**config.mk**
```make
export PLATFORM = sky130hd
export DESIGN_NAME = fb_desc_fetch
export DESIGN_NICKNAME = d
export VERILOG_FILES = /design/src/rtl/fbdf_pkg.sv /design/src/rtl/fbdf_fifo.sv /design/src/rtl/fbdf_regs.sv /design/src/rtl/fbdf_engine.sv /design/src/rtl/fb_desc_fetch.sv
export SDC_FILE = /design/constraint.sdc
export NUM_CORES = 2
export LEC_CHECK = 0
export BUFFER_PORTS_ARGS = -buffer_cell sky130_fd_sc_hd__buf_2
export CORE_MARGIN = 4
export CORE_UTILIZATION = 42
export DETAILED_ROUTE_END_ITERATION = 8
export PLACE_DENSITY = 0.66
export SYNTH_ARGS = -nofsm -noshare
export SYNTH_HDL_FRONTEND = slang
export SYNTH_HIERARCHICAL = 1
export SYNTH_SLANG_ARGS = --single-unit
```
**constraint.sdc**
```tcl
create_clock -name clk -period 4.2 [get_ports clk]
set_input_delay 0.84 -clock clk [delete_from_list [all_inputs] [get_ports clk]]
set_output_delay 0.84 -clock clk [all_outputs]
set_load 0.02 [all_outputs]
```
**src/rtl/fbdf_pkg.sv**
```systemverilog
package fbdf_pkg;

  localparam int BURST_W = 5;

  localparam logic [7:0] OFS_HEAD = 8'h40;
  localparam logic [7:0] OFS_BUF  = 8'h44;
  localparam logic [7:0] OFS_ID   = 8'h48;
  localparam logic [7:0] OFS_CMD  = 8'h4C;

  localparam int CMD_SOF = 31;
  localparam int CMD_EOF = 30;
  localparam int CMD_PAL = 28;

  typedef enum logic [2:0] {
    S_IDLE,
    S_DREQ,
    S_DWAIT,
    S_BREQ,
    S_BWAIT,
    S_FIN
  } fetch_state_e;

  // nominal burst size in words for a select code
  function automatic logic [BURST_W-1:0] burst_words(input logic [1:0] sel);
    case (sel)
      2'd0:    return BURST_W'(4);
      2'd1:    return BURST_W'(8);
      default: return BURST_W'(16);
    endcase
  endfunction

  // words in the next burst: nominal size, trimmed to what remains
  function automatic logic [BURST_W-1:0] chunk_len(input logic [31:0] rem,
                                                   input logic [BURST_W-1:0] nom);
    if (rem < {{(32-BURST_W){1'b0}}, nom}) return rem[BURST_W-1:0];
    return nom;
  endfunction

endpackage

```
**src/rtl/fbdf_fifo.sv**
```systemverilog
module fbdf_fifo #(
  parameter int W     = 32,
  parameter int DEPTH = 32,
  localparam int AW   = $clog2(DEPTH),
  localparam int CW   = $clog2(DEPTH + 1)
) (
  input  logic          clk,
  input  logic          rst_n,
  input  logic          push,
  input  logic [W-1:0]  wdata,
  input  logic          pop,
  output logic [W-1:0]  rdata,
  output logic [CW-1:0] count,
  output logic          empty,
  output logic          full
);

  logic [W-1:0]  store [DEPTH];
  logic [AW-1:0] wp, rp;

  assign empty = (count == '0);
  assign full  = (count == CW'(DEPTH));
  assign rdata = store[rp];

  always_ff @(posedge clk) begin
    if (push) store[wp] <= wdata;
  end

  always_ff @(posedge clk) begin
    if (!rst_n) begin
      wp    <= '0;
      rp    <= '0;
      count <= '0;
    end else begin
      if (push) wp <= (wp == AW'(DEPTH - 1)) ? '0 : wp + 1'b1;
      if (pop)  rp <= (rp == AW'(DEPTH - 1)) ? '0 : rp + 1'b1;
      case ({push, pop})
        2'b10:   count <= count + 1'b1;
        2'b01:   count <= count - 1'b1;
        default: count <= count;
      endcase
    end
  end

  // the fetcher must never write into a full FIFO
  assert_fifo_no_overflow_R6: assert property (@(posedge clk) disable iff (!rst_n)
    push |-> !full);

  // a pop on an empty FIFO would reorder or invent words
  assert_fifo_no_underrun_R12: assert property (@(posedge clk) disable iff (!rst_n)
    (count == '0) |=> (count <= CW'(1)));

endmodule

```
**src/rtl/fbdf_regs.sv**
```systemverilog
module fbdf_regs
  import fbdf_pkg::*;
(
  input  logic        clk,
  input  logic        rst_n,
  input  logic        cfg_we,
  input  logic [7:0]  cfg_addr,
  input  logic [31:0] cfg_wdata,
  output logic [31:0] cfg_rdata,
  input  logic        take,
  input  logic [31:0] sh_buf,
  input  logic [31:0] sh_id,
  input  logic [31:0] sh_cmd,
  output logic [31:0] head,
  output logic        head_pending,
  output logic        list_valid
);

  logic head_wr;
  assign head_wr = cfg_we && (cfg_addr == OFS_HEAD);

  always_ff @(posedge clk) begin
    if (!rst_n) begin
      head         <= '0;
      head_pending <= 1'b0;
      list_valid   <= 1'b0;
    end else if (head_wr) begin
      head         <= cfg_wdata;
      head_pending <= 1'b1;
      list_valid   <= 1'b1;
    end else if (take) begin
      head_pending <= 1'b0;
    end
  end

  always_comb begin
    case (cfg_addr)
      OFS_HEAD: cfg_rdata = head;
      OFS_BUF:  cfg_rdata = sh_buf;
      OFS_ID:   cfg_rdata = sh_id;
      OFS_CMD:  cfg_rdata = sh_cmd;
      default:  cfg_rdata = '0;
    endcase
  end

  // a head write is held pending until a frame start consumes it
  assert_head_write_pending_R9: assert property (@(posedge clk) disable iff (!rst_n)
    head_wr |=> (head_pending && list_valid && head == $past(cfg_wdata)));

endmodule

```
**src/rtl/fbdf_engine.sv**
```systemverilog
module fbdf_engine
  import fbdf_pkg::*;
#(
  parameter int LEN_W = 24,
  parameter int DEPTH = 32,
  localparam int CW   = $clog2(DEPTH + 1)
) (
  input  logic               clk,
  input  logic               rst_n,
  input  logic               frame_start,
  input  logic [1:0]         burst_sel,
  input  logic [31:0]        head,
  input  logic               head_pending,
  input  logic               list_valid,
  output logic               take,
  output logic               mem_req,
  output logic [31:0]        mem_addr,
  output logic [BURST_W-1:0] mem_len,
  input  logic               mem_gnt,
  input  logic               mem_rvalid,
  input  logic [31:0]        mem_rdata,
  input  logic [CW-1:0]      fifo_count,
  input  logic               fifo_empty,
  output logic               fifo_push,
  input  logic               pix_ready,
  output logic [31:0]        sh_buf,
  output logic [31:0]        sh_id,
  output logic [31:0]        sh_cmd,
  output logic               sof_flag,
  output logic               eof_flag,
  output logic               underflow
);

  fetch_state_e       state;
  logic [31:0]        cur_desc, nxt, ptr;
  logic [LEN_W-1:0]   remain;
  logic [BURST_W-1:0] beats;
  logic               sof_q;

  // named internal events
  logic [BURST_W-1:0] nominal, chunk;
  logic               room, accept, desc_beat, last_desc_beat, last_data_beat, in_data;
  logic [LEN_W-1:0]   new_len;

  assign nominal        = burst_words(burst_sel);
  assign chunk          = chunk_len(32'(remain), nominal);
  assign room           = (32'(fifo_count) + 32'(nominal)) <= 32'(DEPTH);
  assign in_data        = (state == S_BREQ) || (state == S_BWAIT);
  assign take           = (state == S_IDLE) && frame_start && list_valid;
  assign accept         = mem_req && mem_gnt;
  assign desc_beat      = (state == S_DWAIT) && mem_rvalid;
  assign last_desc_beat = desc_beat && (beats == BURST_W'(3));
  assign last_data_beat = (state == S_BWAIT) && mem_rvalid && (beats == BURST_W'(1));
  assign new_len        = mem_rdata[LEN_W-1:0];

  assign mem_req   = (state == S_DREQ) || ((state == S_BREQ) && room);
  assign mem_addr  = (state == S_DREQ) ? cur_desc : ptr;
  assign mem_len   = (state == S_DREQ) ? BURST_W'(4) : chunk;
  assign fifo_push = (state == S_BWAIT) && mem_rvalid;
  assign sof_flag  = sof_q;
  assign eof_flag  = (state == S_FIN) && sh_cmd[CMD_EOF];

  always_ff @(posedge clk) begin
    if (!rst_n) begin
      state    <= S_IDLE;
      cur_desc <= '0;
      nxt      <= '0;
      ptr      <= '0;
      remain   <= '0;
      beats    <= '0;
      sh_buf   <= '0;
      sh_id    <= '0;
      sh_cmd   <= '0;
      sof_q    <= 1'b0;
    end else begin
      sof_q <= last_desc_beat && mem_rdata[CMD_SOF];
      case (state)
        S_IDLE: if (take) begin
          cur_desc <= head_pending ? head : nxt;
          state    <= S_DREQ;
        end
        S_DREQ: if (accept) begin
          beats <= '0;
          state <= S_DWAIT;
        end
        S_DWAIT: if (mem_rvalid) begin
          beats <= beats + 1'b1;
          case (beats[1:0])
            2'd0: nxt    <= mem_rdata;
            2'd1: sh_buf <= mem_rdata;
            2'd2: sh_id  <= mem_rdata;
            default: begin
              sh_cmd <= mem_rdata;
              ptr    <= sh_buf;
              remain <= new_len;
              state  <= (new_len == '0) ? S_FIN : S_BREQ;
            end
          endcase
        end
        S_BREQ: if (accept) begin
          ptr    <= ptr + {25'b0, chunk, 2'b00};
          remain <= remain - LEN_W'(chunk);
          beats  <= chunk;
          state  <= S_BWAIT;
        end
        S_BWAIT: if (mem_rvalid) begin
          beats <= beats - 1'b1;
          if (beats == BURST_W'(1)) state <= (remain == '0) ? S_FIN : S_BREQ;
        end
        default: state <= S_IDLE;
      endcase
    end
  end

  always_ff @(posedge clk) begin
    if (!rst_n) underflow <= 1'b0;
    else        underflow <= underflow | (in_data && pix_ready && fifo_empty);
  end

  // a request keeps its address until granted
  assert_req_held_R2: assert property (@(posedge clk) disable iff (!rst_n)
    (mem_req && !mem_gnt) |=> (mem_req && $stable(mem_addr)));

  // a data burst never reads past the length field
  assert_no_overread_R4: assert property (@(posedge clk) disable iff (!rst_n)
    ((state == S_BREQ) && mem_req) |-> (32'(mem_len) <= 32'(remain)));

  // bursts are never empty and never exceed 16 words
  assert_burst_bounds_R5: assert property (@(posedge clk) disable iff (!rst_n)
    mem_req |-> (mem_len != '0 && mem_len <= BURST_W'(16)));

  // an accepted data burst always fits in the FIFO
  assert_burst_fits_R6: assert property (@(posedge clk) disable iff (!rst_n)
    (accept && (state == S_BREQ)) |-> ((32'(fifo_count) + 32'(mem_len)) <= 32'(DEPTH)));

  // data completion with nothing left always ends the frame
  assert_last_beat_ends_R7: assert property (@(posedge clk) disable iff (!rst_n)
    (last_data_beat && remain == '0) |=> (state == S_FIN));

  // underflow is sticky
  assert_underflow_sticky_R10: assert property (@(posedge clk) disable iff (!rst_n)
    underflow |=> underflow);

endmodule

```
**src/rtl/fb_desc_fetch.sv**
```systemverilog
module fb_desc_fetch
  import fbdf_pkg::*;
#(
  parameter int LEN_W      = 24,
  parameter int FIFO_DEPTH = 32
) (
  input  logic               clk,
  input  logic               rst_n,
  input  logic               cfg_we,
  input  logic [7:0]         cfg_addr,
  input  logic [31:0]        cfg_wdata,
  output logic [31:0]        cfg_rdata,
  input  logic [1:0]         burst_sel,
  input  logic               frame_start,
  output logic               mem_req,
  output logic [31:0]        mem_addr,
  output logic [BURST_W-1:0] mem_len,
  input  logic               mem_gnt,
  input  logic               mem_rvalid,
  input  logic [31:0]        mem_rdata,
  output logic               pix_valid,
  output logic [31:0]        pix_data,
  input  logic               pix_ready,
  output logic               sof_flag,
  output logic               eof_flag,
  output logic               pal_flag,
  output logic               underflow
);

  localparam int CNT_W = $clog2(FIFO_DEPTH + 1);

  logic [31:0]      head, sh_buf, sh_id, sh_cmd;
  logic             head_pending, list_valid, take;
  logic             fifo_push, fifo_pop, fifo_empty, fifo_full;
  logic [CNT_W-1:0] fifo_count;

  assign pix_valid = !fifo_empty;
  assign fifo_pop  = pix_ready && !fifo_empty;
  assign pal_flag  = sh_cmd[CMD_PAL];

  fbdf_regs u_regs (
    .clk          (clk),
    .rst_n        (rst_n),
    .cfg_we       (cfg_we),
    .cfg_addr     (cfg_addr),
    .cfg_wdata    (cfg_wdata),
    .cfg_rdata    (cfg_rdata),
    .take         (take),
    .sh_buf       (sh_buf),
    .sh_id        (sh_id),
    .sh_cmd       (sh_cmd),
    .head         (head),
    .head_pending (head_pending),
    .list_valid   (list_valid)
  );

  fbdf_engine #(.LEN_W(LEN_W), .DEPTH(FIFO_DEPTH)) u_engine (
    .clk          (clk),
    .rst_n        (rst_n),
    .frame_start  (frame_start),
    .burst_sel    (burst_sel),
    .head         (head),
    .head_pending (head_pending),
    .list_valid   (list_valid),
    .take         (take),
    .mem_req      (mem_req),
    .mem_addr     (mem_addr),
    .mem_len      (mem_len),
    .mem_gnt      (mem_gnt),
    .mem_rvalid   (mem_rvalid),
    .mem_rdata    (mem_rdata),
    .fifo_count   (fifo_count),
    .fifo_empty   (fifo_empty),
    .fifo_push    (fifo_push),
    .pix_ready    (pix_ready),
    .sh_buf       (sh_buf),
    .sh_id        (sh_id),
    .sh_cmd       (sh_cmd),
    .sof_flag     (sof_flag),
    .eof_flag     (eof_flag),
    .underflow    (underflow)
  );

  fbdf_fifo #(.W(32), .DEPTH(FIFO_DEPTH)) u_fifo (
    .clk   (clk),
    .rst_n (rst_n),
    .push  (fifo_push),
    .wdata (mem_rdata),
    .pop   (fifo_pop),
    .rdata (pix_data),
    .count (fifo_count),
    .empty (fifo_empty),
    .full  (fifo_full)
  );

  // the FIFO reaches full only when the room rule allowed the final fill
  assert_full_no_push_R6: assert property (@(posedge clk) disable iff (!rst_n)
    fifo_full |-> !fifo_push);

endmodule

```
==> flow_metrics.tcl <==
set metrics [dict create \
    status "completed" \
    first_iter_violations 3637 \
    crit_slowest_cell "or4_1" \
    worstMarginPinSlew_ns 1.15 \
    vdd_drop_max_mv 0.379 \
    drive_gt1_frac 0.248 \
    worstSkewPairLatency_ns 0.76 \
    grt_pass1_wl_um 220000 \
    synthCells 3677 \
    worstPathArrival_ns 3.24 \
    final_area_um2 62300 \
    grt_usage 0.224 \
    final_util 0.493 \
    worstRegToRegCells 14 \
    start_util 0.425 \
    crit_path_end_kind "output pin" \
    power_uw 27300 \
    syn_nets 3788 \
    grt_start_max_net_pins 139 \
    synth.avg_cell_area_um2 14.6 \
    path_cells "buf_12 > buf_4 > or2_2 > buf_12 > o21ai_0 > nor3_1 > or4_1 > buf_2" \
    max-slew-margin-rel 0.231 \
    path_common_cell "buf_12" \
    wirelength_um 151000 \
    dieArea_um2 134000 \
    max_freq_mhz 245 \
    finalCritPeriodShare 0.972 \
    antenna_found_initial 9 \
    grt_pass1_vias 32700 \
    root_buffer "clkbuf_16" \
    cp-start-kind "flop" \
    grt-ovfl-total 0 \
    worstPathMaxFanout 64 \
    slowest_delay_ns 0.65 \
    fin_tns_setup_ns 0 \
    post-route-min-period_ns 4.08 \
    gp_congestion 0.879 \
    cellLeakagePower_uw 0.0200 \
    finalHoldViolations 0 \
    cp_data_required_time_ns 3.36 \
    place_hpwl_um 90400 \
    criticalPathCategory "flop to output pin" \
    synthesis.area_um2 53700 \
    wl_per_cell_um 26.6 \
    placementRows 130 \
    nets 4043 \
    die_x_um 366 \
    first_pass_iters 7 \
    r2r_start "u_engine/remain[6]" \
    io_buffers 187 \
    clock_path_buffers 3 \
    slew_viol_final 0 \
    ant_nets 0 \
    core_um2 126000 \
    ys_warn_count 6 \
    die_h_um 366 \
    io_pins 188 \
    routed-via-count 33800 \
    path_clk_slew_ns 0.06 \
    hold_class "primary input to flop" \
    drv_cap 0 \
    cts_tree "built" \
    drc 0 \
    hold_buffers 0 \
    r2r-end "u_engine/ptr[30]" \
    clock_sink_count 1305 \
    cp-endpoint "pix_data[14]" \
    worst-r2r-setup-slack_ns 0.39 \
    finalSetupViolations 0 \
    syn_to_final_growth_pct 15.9 \
    powerDensity_nw_per_um2 438 \
    h-tree-depth 4 \
    via_per_inst 5.95 \
    place_area_um2 57800 \
    cts_buffers 135 \
    fin_skew_ns 0.0488 \
]
==> layout by cell type (no fill, tap or decap), types with 19 or more instances in the layout <==
cell,instances
a21oi_1,189
a22o_1,64
ha_1,28
mux2i_1,74
o22ai_1,75
nand2_1,403
nor2_4,26
clkbuf_16,137
buf_2,186
buf_12,49
nor3_1,90
buf_4,125
nor2_1,108
inv_1,26
or4_1,36
nand3_1,19
a211oi_1,120
nor2b_1,104
clkinv_1,19
dfxtp_1,276
mux4_2,153
clkbuf_1,38
edfxtp_1,1024
o21ai_0,121
mux2_2,223
==> cell type report <==
class	count	area (µm²)
inverter	27	106
antenna	6	15.0
timing repair buffer	367	2990
multi-input combinational	2096	16500
fill	10500	64100
sequential	1305	36400
clock inverter	54	584
tap	1650	2060
clock buffer	181	3650
==> what timing repair did <==
item | CTS | global route
resized for setup | 5 | 5
pin swaps | 0 | 0
buffers inserted | 6 | 2
setup endpoints to repair | 32 | 14
cloned | 1 | 1
==> routing by layer <==
layer | global-route usage | vias to the layer above | wire length (µm)
li1 | - | 14700 | -
met1 | 0.323 | 17300 | 64300
met2 | 0.350 | 1601 | 70500
met3 | 0.0399 | 242 | 12700
met4 | 0.0611 | 0 | 3770
met5 | 0 | - | 0
==> state kept, by name (all words and copies together), names as in the netlist, 3 cells and up, named ones only <==
register,flops
u_fifo/rp,5
u_engine/sh_buf,32
u_fifo/store,1024
u_engine/ptr,32
u_engine/cur_desc,32
u_engine/state,3
u_regs/head,32
u_engine/sh_cmd,32
u_engine/beats,5
u_fifo/count,6
u_engine/sh_id,32
u_engine/remain,24
u_fifo/wp,5
u_engine/nxt,32
==> power by group <==
| part | internal [µW] | switching (µW) | total (µW) |
|---|---|---|---|
| combinational | 584 | 1120 | 1700 |
| sequential | 14000 | 97.0 | 14100 |
| clock | 6440 | 5050 | 11500 |
| total | 21000 | 6260 | 27300 |
==> through the flow <==
step           setup WS, ns  cells  hold slack, ns
2_1_floorplan        -0.331   3677           0.429
3_3_place_gp        -0.0451   5435           0.436
3_5_place_dp         -0.247   5435           0.444
4_1_cts            -0.00254   5677           0.275
5_1_grt            -0.00651   5680           0.301
6_report              0.118   5686           0.331
==> worst min path at each step <==
stage / start / endpoint / slack, ns / cells past startpoint
after floorplan: u_engine/sh_cmd[8] / u_engine/sh_cmd[8] / 0.43 / 2
after global placement: u_engine/sh_cmd[8] / u_engine/sh_cmd[8] / 0.44 / 2
after detailed placement: u_engine/sh_cmd[8] / u_engine/sh_cmd[8] / 0.44 / 2
after CTS: cfg_wdata[0] / u_regs/head[0] / 0.27 / 3
after global routing: cfg_wdata[0] / u_regs/head[0] / 0.30 / 3
final: cfg_wdata[0] / u_regs/head[0] / 0.33 / 3
==> critical path, delay by kind of cell, from the launching register on <==
| family | cells | cell delay, ns |
|---|---|---|
| AO/OA/AOI/OAI | 1 | 0.21 |
| AND/OR/NAND/NOR | 3 | 1.10 |
| flip-flops | 1 | 0.36 |
| buffers and inverters | 4 | 0.78 |
(Power assumes the default switching activity.)
